**src/rtl/acc_cpu_pkg.sv**
```systemverilog
package acc_cpu_pkg;
  localparam int OPC_W = 4;

  typedef enum logic [OPC_W-1:0] {
    OP_NOP = 4'h0,
    OP_ADD = 4'h1,
    OP_SUB = 4'h2,
    OP_AND = 4'h3,
    OP_NOT = 4'h4,
    OP_LD  = 4'h5,
    OP_ST  = 4'h6,
    OP_BZ  = 4'h7,
    OP_BN  = 4'h8,
    OP_JMP = 4'h9
  } opc_e;

  typedef enum logic [2:0] {
    ALU_ADD,
    ALU_SUB,
    ALU_AND,
    ALU_NOT,
    ALU_PASS
  } alu_op_e;

  typedef enum logic [3:0] {
    S_INIT,
    S_FHI,
    S_FLO,
    S_FWAIT,
    S_DEC,
    S_MRD,
    S_MWB,
    S_REG,
    S_ST,
    S_BR
  } state_e;
endpackage

```
**src/rtl/acc_alu.sv**
```systemverilog
module acc_alu
  import acc_cpu_pkg::*;
#(
  parameter int W = 16
) (
  input  alu_op_e        op_i,
  input  logic [W-1:0]   a_i,
  input  logic [W-1:0]   b_i,
  output logic [W-1:0]   y_o,
  output logic           neg_o,
  output logic           zero_o
);
  always_comb begin
    case (op_i)
      ALU_ADD: y_o = a_i + b_i;
      ALU_SUB: y_o = a_i - b_i;
      ALU_AND: y_o = a_i & b_i;
      ALU_NOT: y_o = ~a_i;
      default: y_o = b_i;
    endcase
  end

  assign neg_o  = y_o[W-1];
  assign zero_o = (y_o == '0);
endmodule

```
**src/rtl/acc_ctrl.sv**
```systemverilog
module acc_ctrl
  import acc_cpu_pkg::*;
(
  input  logic             clk_i,
  input  logic             rst_ni,
  input  logic [OPC_W-1:0] opc_i,
  input  logic             flag_n_i,
  input  logic             flag_z_i,
  output logic             imem_rd_o,
  output logic             fetch_lo_o,
  output logic             ir_hi_en_o,
  output logic             ir_lo_en_o,
  output logic             pc_inc_o,
  output logic             pc_load_o,
  output logic             dmem_rd_o,
  output logic             dmem_wr_o,
  output logic             acc_en_o,
  output alu_op_e          alu_op_o
);
  state_e state_q, state_d;

  always_ff @(posedge clk_i or negedge rst_ni) begin
    if (!rst_ni) state_q <= S_INIT;
    else         state_q <= state_d;
  end

  always_comb begin
    state_d = state_q;
    case (state_q)
      S_INIT:  state_d = S_FHI;
      S_FHI:   state_d = S_FLO;
      S_FLO:   state_d = S_FWAIT;
      S_FWAIT: state_d = S_DEC;
      S_DEC: begin
        case (opc_i)
          OP_ADD, OP_SUB, OP_AND, OP_LD: state_d = S_MRD;
          OP_NOT:                        state_d = S_REG;
          OP_ST:                         state_d = S_ST;
          OP_BZ, OP_BN, OP_JMP:          state_d = S_BR;
          default:                       state_d = S_FHI;
        endcase
      end
      S_MRD:   state_d = S_MWB;
      default: state_d = S_FHI;
    endcase
  end

  always_comb begin
    imem_rd_o  = (state_q == S_FHI) || (state_q == S_FLO);
    fetch_lo_o = (state_q == S_FLO);
    ir_hi_en_o = (state_q == S_FLO);
    ir_lo_en_o = (state_q == S_FWAIT);
    pc_inc_o   = (state_q == S_FWAIT);
    dmem_rd_o  = (state_q == S_MRD);
    dmem_wr_o  = (state_q == S_ST);
    acc_en_o   = (state_q == S_MWB) || (state_q == S_REG);
    pc_load_o  = 1'b0;
    if (state_q == S_BR) begin
      case (opc_i)
        OP_BZ:   pc_load_o = flag_z_i;
        OP_BN:   pc_load_o = flag_n_i;
        OP_JMP:  pc_load_o = 1'b1;
        default: pc_load_o = 1'b0;
      endcase
    end
  end

  always_comb begin
    case (opc_i)
      OP_ADD:  alu_op_o = ALU_ADD;
      OP_SUB:  alu_op_o = ALU_SUB;
      OP_AND:  alu_op_o = ALU_AND;
      OP_NOT:  alu_op_o = ALU_NOT;
      default: alu_op_o = ALU_PASS;
    endcase
  end
endmodule

```
**src/rtl/acc_cpu.sv**
```systemverilog
module acc_cpu
  import acc_cpu_pkg::*;
#(
  parameter int DATA_W  = 16,
  parameter int ADDR_W  = 16,
  parameter int IBYTE_W = 8
) (
  input  logic              clk_i,
  input  logic              rst_ni,
  output logic              imem_rd_o,
  output logic [ADDR_W-1:0] imem_addr_o,
  input  logic [IBYTE_W-1:0] imem_data_i,
  output logic              dmem_rd_o,
  output logic              dmem_wr_o,
  output logic [ADDR_W-1:0] dmem_addr_o,
  output logic [DATA_W-1:0] dmem_wdata_o,
  input  logic [DATA_W-1:0] dmem_rdata_i
);
  localparam int INSTR_B = 2;
  localparam int INSTR_W = INSTR_B * IBYTE_W;
  localparam int FIELD_W = INSTR_W - OPC_W;

  logic [ADDR_W-1:0]  pc_q;
  logic [INSTR_W-1:0] ir_q;
  logic [DATA_W-1:0]  acc_q;
  logic               flag_n_q, flag_z_q;

  logic fetch_lo, ir_hi_en, ir_lo_en, pc_inc, pc_load, acc_en;
  logic [INSTR_B-1:0] ir_en;
  alu_op_e alu_op;
  logic [DATA_W-1:0] alu_y;
  logic alu_n, alu_z;
  logic [ADDR_W-1:0] field_ext;

  assign field_ext = {{(ADDR_W-FIELD_W){1'b0}}, ir_q[FIELD_W-1:0]};
  assign ir_en     = {ir_hi_en, ir_lo_en};

  acc_ctrl u_ctrl (
    .clk_i      (clk_i),
    .rst_ni     (rst_ni),
    .opc_i      (ir_q[INSTR_W-1 -: OPC_W]),
    .flag_n_i   (flag_n_q),
    .flag_z_i   (flag_z_q),
    .imem_rd_o  (imem_rd_o),
    .fetch_lo_o (fetch_lo),
    .ir_hi_en_o (ir_hi_en),
    .ir_lo_en_o (ir_lo_en),
    .pc_inc_o   (pc_inc),
    .pc_load_o  (pc_load),
    .dmem_rd_o  (dmem_rd_o),
    .dmem_wr_o  (dmem_wr_o),
    .acc_en_o   (acc_en),
    .alu_op_o   (alu_op)
  );

  acc_alu #(.W(DATA_W)) u_alu (
    .op_i   (alu_op),
    .a_i    (acc_q),
    .b_i    (dmem_rdata_i),
    .y_o    (alu_y),
    .neg_o  (alu_n),
    .zero_o (alu_z)
  );

  always_ff @(posedge clk_i or negedge rst_ni) begin
    if (!rst_ni) begin
      pc_q <= '0;
    end else if (pc_load) begin
      pc_q <= field_ext;
    end else if (pc_inc) begin
      pc_q <= pc_q + ADDR_W'(INSTR_B);
    end
  end

  // byte 1 is the high byte, read first
  always_ff @(posedge clk_i or negedge rst_ni) begin
    if (!rst_ni) begin
      ir_q <= '0;
    end else begin
      for (int b = 0; b < INSTR_B; b++) begin
        if (ir_en[b]) ir_q[b*IBYTE_W +: IBYTE_W] <= imem_data_i;
      end
    end
  end

  always_ff @(posedge clk_i or negedge rst_ni) begin
    if (!rst_ni) begin
      acc_q    <= '0;
      flag_n_q <= 1'b0;
      flag_z_q <= 1'b0;
    end else if (acc_en) begin
      acc_q    <= alu_y;
      flag_n_q <= alu_n;
      flag_z_q <= alu_z;
    end
  end

  assign imem_addr_o  = fetch_lo ? pc_q + ADDR_W'(1) : pc_q;
  assign dmem_addr_o  = field_ext;
  assign dmem_wdata_o = acc_q;
endmodule

```
**config.mk**
```make
export PLATFORM = sky130hd
export DESIGN_NAME = acc_cpu
export DESIGN_NICKNAME = d
export VERILOG_FILES = /design/src/rtl/acc_cpu_pkg.sv /design/src/rtl/acc_alu.sv /design/src/rtl/acc_ctrl.sv /design/src/rtl/acc_cpu.sv
export SDC_FILE = /design/constraint.sdc
export NUM_CORES = 1
export LEC_CHECK = 0
export BUFFER_PORTS_ARGS = -buffer_cell sky130_fd_sc_hd__buf_2
export CAP_MARGIN = 20
export CORE_ASPECT_RATIO = 0.5
export CORE_UTILIZATION = 40
export DETAILED_ROUTE_END_ITERATION = 8
export GPL_TIMING_DRIVEN = 0
export PLACE_DENSITY = 0.71
export RECOVER_POWER = 50
export SETUP_SLACK_MARGIN = 0.1
export SLEW_MARGIN = 0
export SYNTH_ARGS = -nofsm -noshare
export SYNTH_HDL_FRONTEND = slang
export SYNTH_SLANG_ARGS = --single-unit
```
**constraint.sdc**
```tcl
create_clock -name clk_i -period 5.68 [get_ports clk_i]
set_input_delay 0.852 -clock clk_i [delete_from_list [all_inputs] [get_ports clk_i]]
set_output_delay 0.852 -clock clk_i [all_outputs]
set_load 0.005 [all_outputs]
```
==> metrics.md <==
| Metric | Value |
|---|---|
| Status | `finished with violations` |
| Failing checks | `max-capacitance violations, max-slew violations` |
| Starting density of the core | `42.1%` |
| Max Cap Viol | `1` |
| Ys flop type | `dfrtp_1` |
| Vias | `4,275` |
| H-tree depth | `2` |
| Gr usage total | `21.6%` |
| Switching power share of the total | `47.8%` |
| Largest net degree at the start of global routing | `34` |
| Total power | `2.88 mW` |
| Top-level port count | `77` |
| CP startpoint kind | `flip-flop` |
| Clock group share of total power | `11.3%` |
| CTS buffer count | `5` |
| Area growth, synth to finish | `15.9%` |
| Skew-Pair Late Insertion Delay | `0.29 ns` |
| GPL Wtd Cong | `0.910` |
| Placed Cells | `754` |
| Flop and latch count out of synthesis | `53` |
| NetSw | `1.38 mW` |
| Int Power | `1.50 mW` |
| Rel. slew slack | `-21.5%` |
| Syn Std Cell Area | `4380 um^2` |
| Hold crit path type | `flip-flop to flip-flop` |
| Static Leak | `2.32 nW` |
| # hold bufs at CTS | `0` |
| Part of the power in registers | `23.9%` |
| Setup violators final | `0` |
| Worst-margin pin slew | `1.82 ns` |
| Power per cell area | `567 nW/um^2` |
| TritonCTS clock tree | `done` |
| GR Overflow Total | `0` |
| GRT met3 Usage | `2.99%` |
| RSZ-0062 raised after global routing | `false` |
| Remaining DRCs | `0` |
| Nets@finish | `667` |
| Finished Layout Cells | `762` |
| Grt met1 use | `31.0%` |
| Most common cell after layout, fill and taps aside | `nand2_1` |
| Sequential cell area fraction in the yosys report | `30.3%` |
| Post-CTS setup buffer count | `0` |
| Row count | `26` |
| Crit path kind | `flip-flop to flip-flop` |
| Core area | `10,400 um^2` |
| Chip Width | `150 um` |
| Syn avg cell area | `8.13 um^2` |
| Max rail drop VDD | `0.218 mV` |
| CTS sink cnt | `53` |
| Clock Path Buffers | `2` |
| Comb pwr share | `64.8%` |
| DIE HEIGHT | `76.0 um` |
| Vias per cell | `5.61` |
| Max frequency | `210 MHz` |
| Max FO, Critical Path | `10` |
| Tmin final | `4.75 ns` |
| Grt peak-use layer | `met2` |
| Worst Hold Slack | `0.515 ns` |
| Final period util | `83.7%` |
| Number of synthesized flops with an enable pin | `0` |
| Clock skew | `0.00680 ns` |
| Share of cells above drive strength 1 | `19.9%` |
| Iter 0 DRT Violations | `305` |
| Endpoints failing hold | `0` |
| First-pass GRT wire length | `19,900 um` |
| Initial antenna violation count | `0` |
| Critical path arrival | `4.98 ns` |
| Asr flop ratio synth | `100%` |
| Resized cells post-CTS | `0` |
| Initial DRT Pass Iterations | `5` |
| Antenna cells | `0` |
| CP Capture Type | `flip-flop` |
| Post-synth cell types | `72` |
| Die area | `11,400 um^2` |
| Vias in the first global route | `3,972` |
| Yosys warns | `0` |
| Root Driver | `clkbuf_16` |
| Routed length per instance | `15.6 um` |
| Post-Route WL | `11,900 um` |
| Final TNS setup | `0 ns` |
| I/O Buffers | `71` |
| Most frequent cells in the layout | `nand2_1, buf_2, dfrtp_1` |
| DRT antenna net count | `0` |
| DP HPWL | `8860 um` |
| Data required, critical path | `5.91 ns` |
| Worst-path clk slew | `0.07 ns` |
| Fin. max-slew vios | `34` |
| GR Util met2 | `34.7%` |
| Syn Inst Count | `539` |
==> final timing paths <==
| check | start | to | slack, ns | depth (start not counted) |
|---|---|---|---|---|
| worst max-delay path | ir_q[12] | flag_z_q | 0.93 | 18 |
| worst min-delay path | ir_q[0] | ir_q[0] | 0.51 | 2 |
| worst max register to register | ir_q[12] | flag_z_q | 0.93 | 18 |
| worst min register to register | ir_q[0] | ir_q[0] | 0.51 | 2 |
| max in group asynchronous | rst_ni | dmem_wdata_o[11] | 2.67 | 2 |
| min in group asynchronous | rst_ni | ir_q[2] | 0.76 | 1 |
==> cells in the mapped netlist (all sizes together) (4+ instances only) <==
library cell	instances	area (um^2)
a221o	4	40.0
xor2	22	193
and3	8	51.3
nand4	9	56.3
a211oi	5	37.5
nand2b	8	50.1
a21oi	42	218
or3	7	43.8
xnor2	26	228
nor2b	4	25.0
nand2	73	274
nand3	9	45.0
o211ai	6	50.1
a21o	5	37.5
nor2	40	150
o21ai	51	255
ha	19	238
buf	25	166
nor3	9	50.1
a31oi	6	43.8
dfrtp	53	1330
mux2	10	113
inv	9	33.8
o31ai	4	30.0
clkbuf	24	90.1
nor4	4	25.0
==> per-stage QoR <==
step                      util [%]  instance area [um^2]  worst slack (ns)
after floorplan                  -                  4390              1.70
after global placement        47.3                  4920             0.995
after detailed placement      47.5                  4940             0.961
after CTS                     49.0                  5100             0.926
after global routing          48.8                  5080             0.457
final                         48.8                  5080             0.926
==> final cells by class <==
cell class,count,area [um^2]
fill,1043,5330
tap,140,175
sequential,53,1330
clock inverter,1,5.00
multi-input combinational,431,2780
inverter,9,33.8
timing repair buffer,72,353
buffer,49,255
clock buffer,7,153
==> flip-flops by register name, indices dropped and copies added (netlist names) <==
signal / flops
flag_z_q: 1
ir_q: 16
u_ctrl.state_q: 4
pc_q: 16
dmem_wdata_o: 16
==> power groups by stage <==
| stage | logic [mW] | registers [mW] | clock network, mW |
|---|---|---|---|
| after detailed placement | 1.85 | 0.694 | 0 |
| final | 1.87 | 0.689 | 0.325 |
| after floorplan | 1.37 | 0.646 | 0 |
| after global routing | 2.07 | 0.715 | 0.347 |
| after global placement | 1.82 | 0.691 | 0 |
| after CTS | 1.86 | 0.688 | 0.330 |
==> routing by layer <==
| layer | up-vias | wire length (um) |
|---|---|---|
| li1 | 2093 | - |
| met1 | 2054 | 5750 |
| met2 | 123 | 5460 |
| met3 | 5 | 607 |
| met4 | 0 | 53 |
| met5 | - | 0 |
==> cells by family after synthesis <==
kind of cell    Yosys count  share of synthesized area (%)
buf+inv                  58                           6.62
xor+xnor                 48                           9.59
mux                      11                           2.80
compound gates          159                           23.8
other cells               1                         0.0856
flops                    53                           30.3
fa+ha+maj                20                           5.88
simple gates            189                           21.0
==> worst max-delay path, cell delays in order, from the launching register on <==
cell and delay (ns):
dfrtp_1 0.37, buf_2 0.18, inv_1 0.08, clkbuf_1 0.40
clkbuf_1 0.46, and3_1 0.23, clkbuf_1 0.26, a21oi_1 0.09
xnor2_1 0.14, ha_1 0.34, a21o_1 0.23, a31o_1 0.21
o211ai_2 0.23, a21oi_2 0.10, or4b_4 0.52, a31oi_2 0.23
xnor2_1 0.11, a221oi_2 0.29, a32o_1 0.19
No activity file was read; power rests on OpenSTA's default activity.
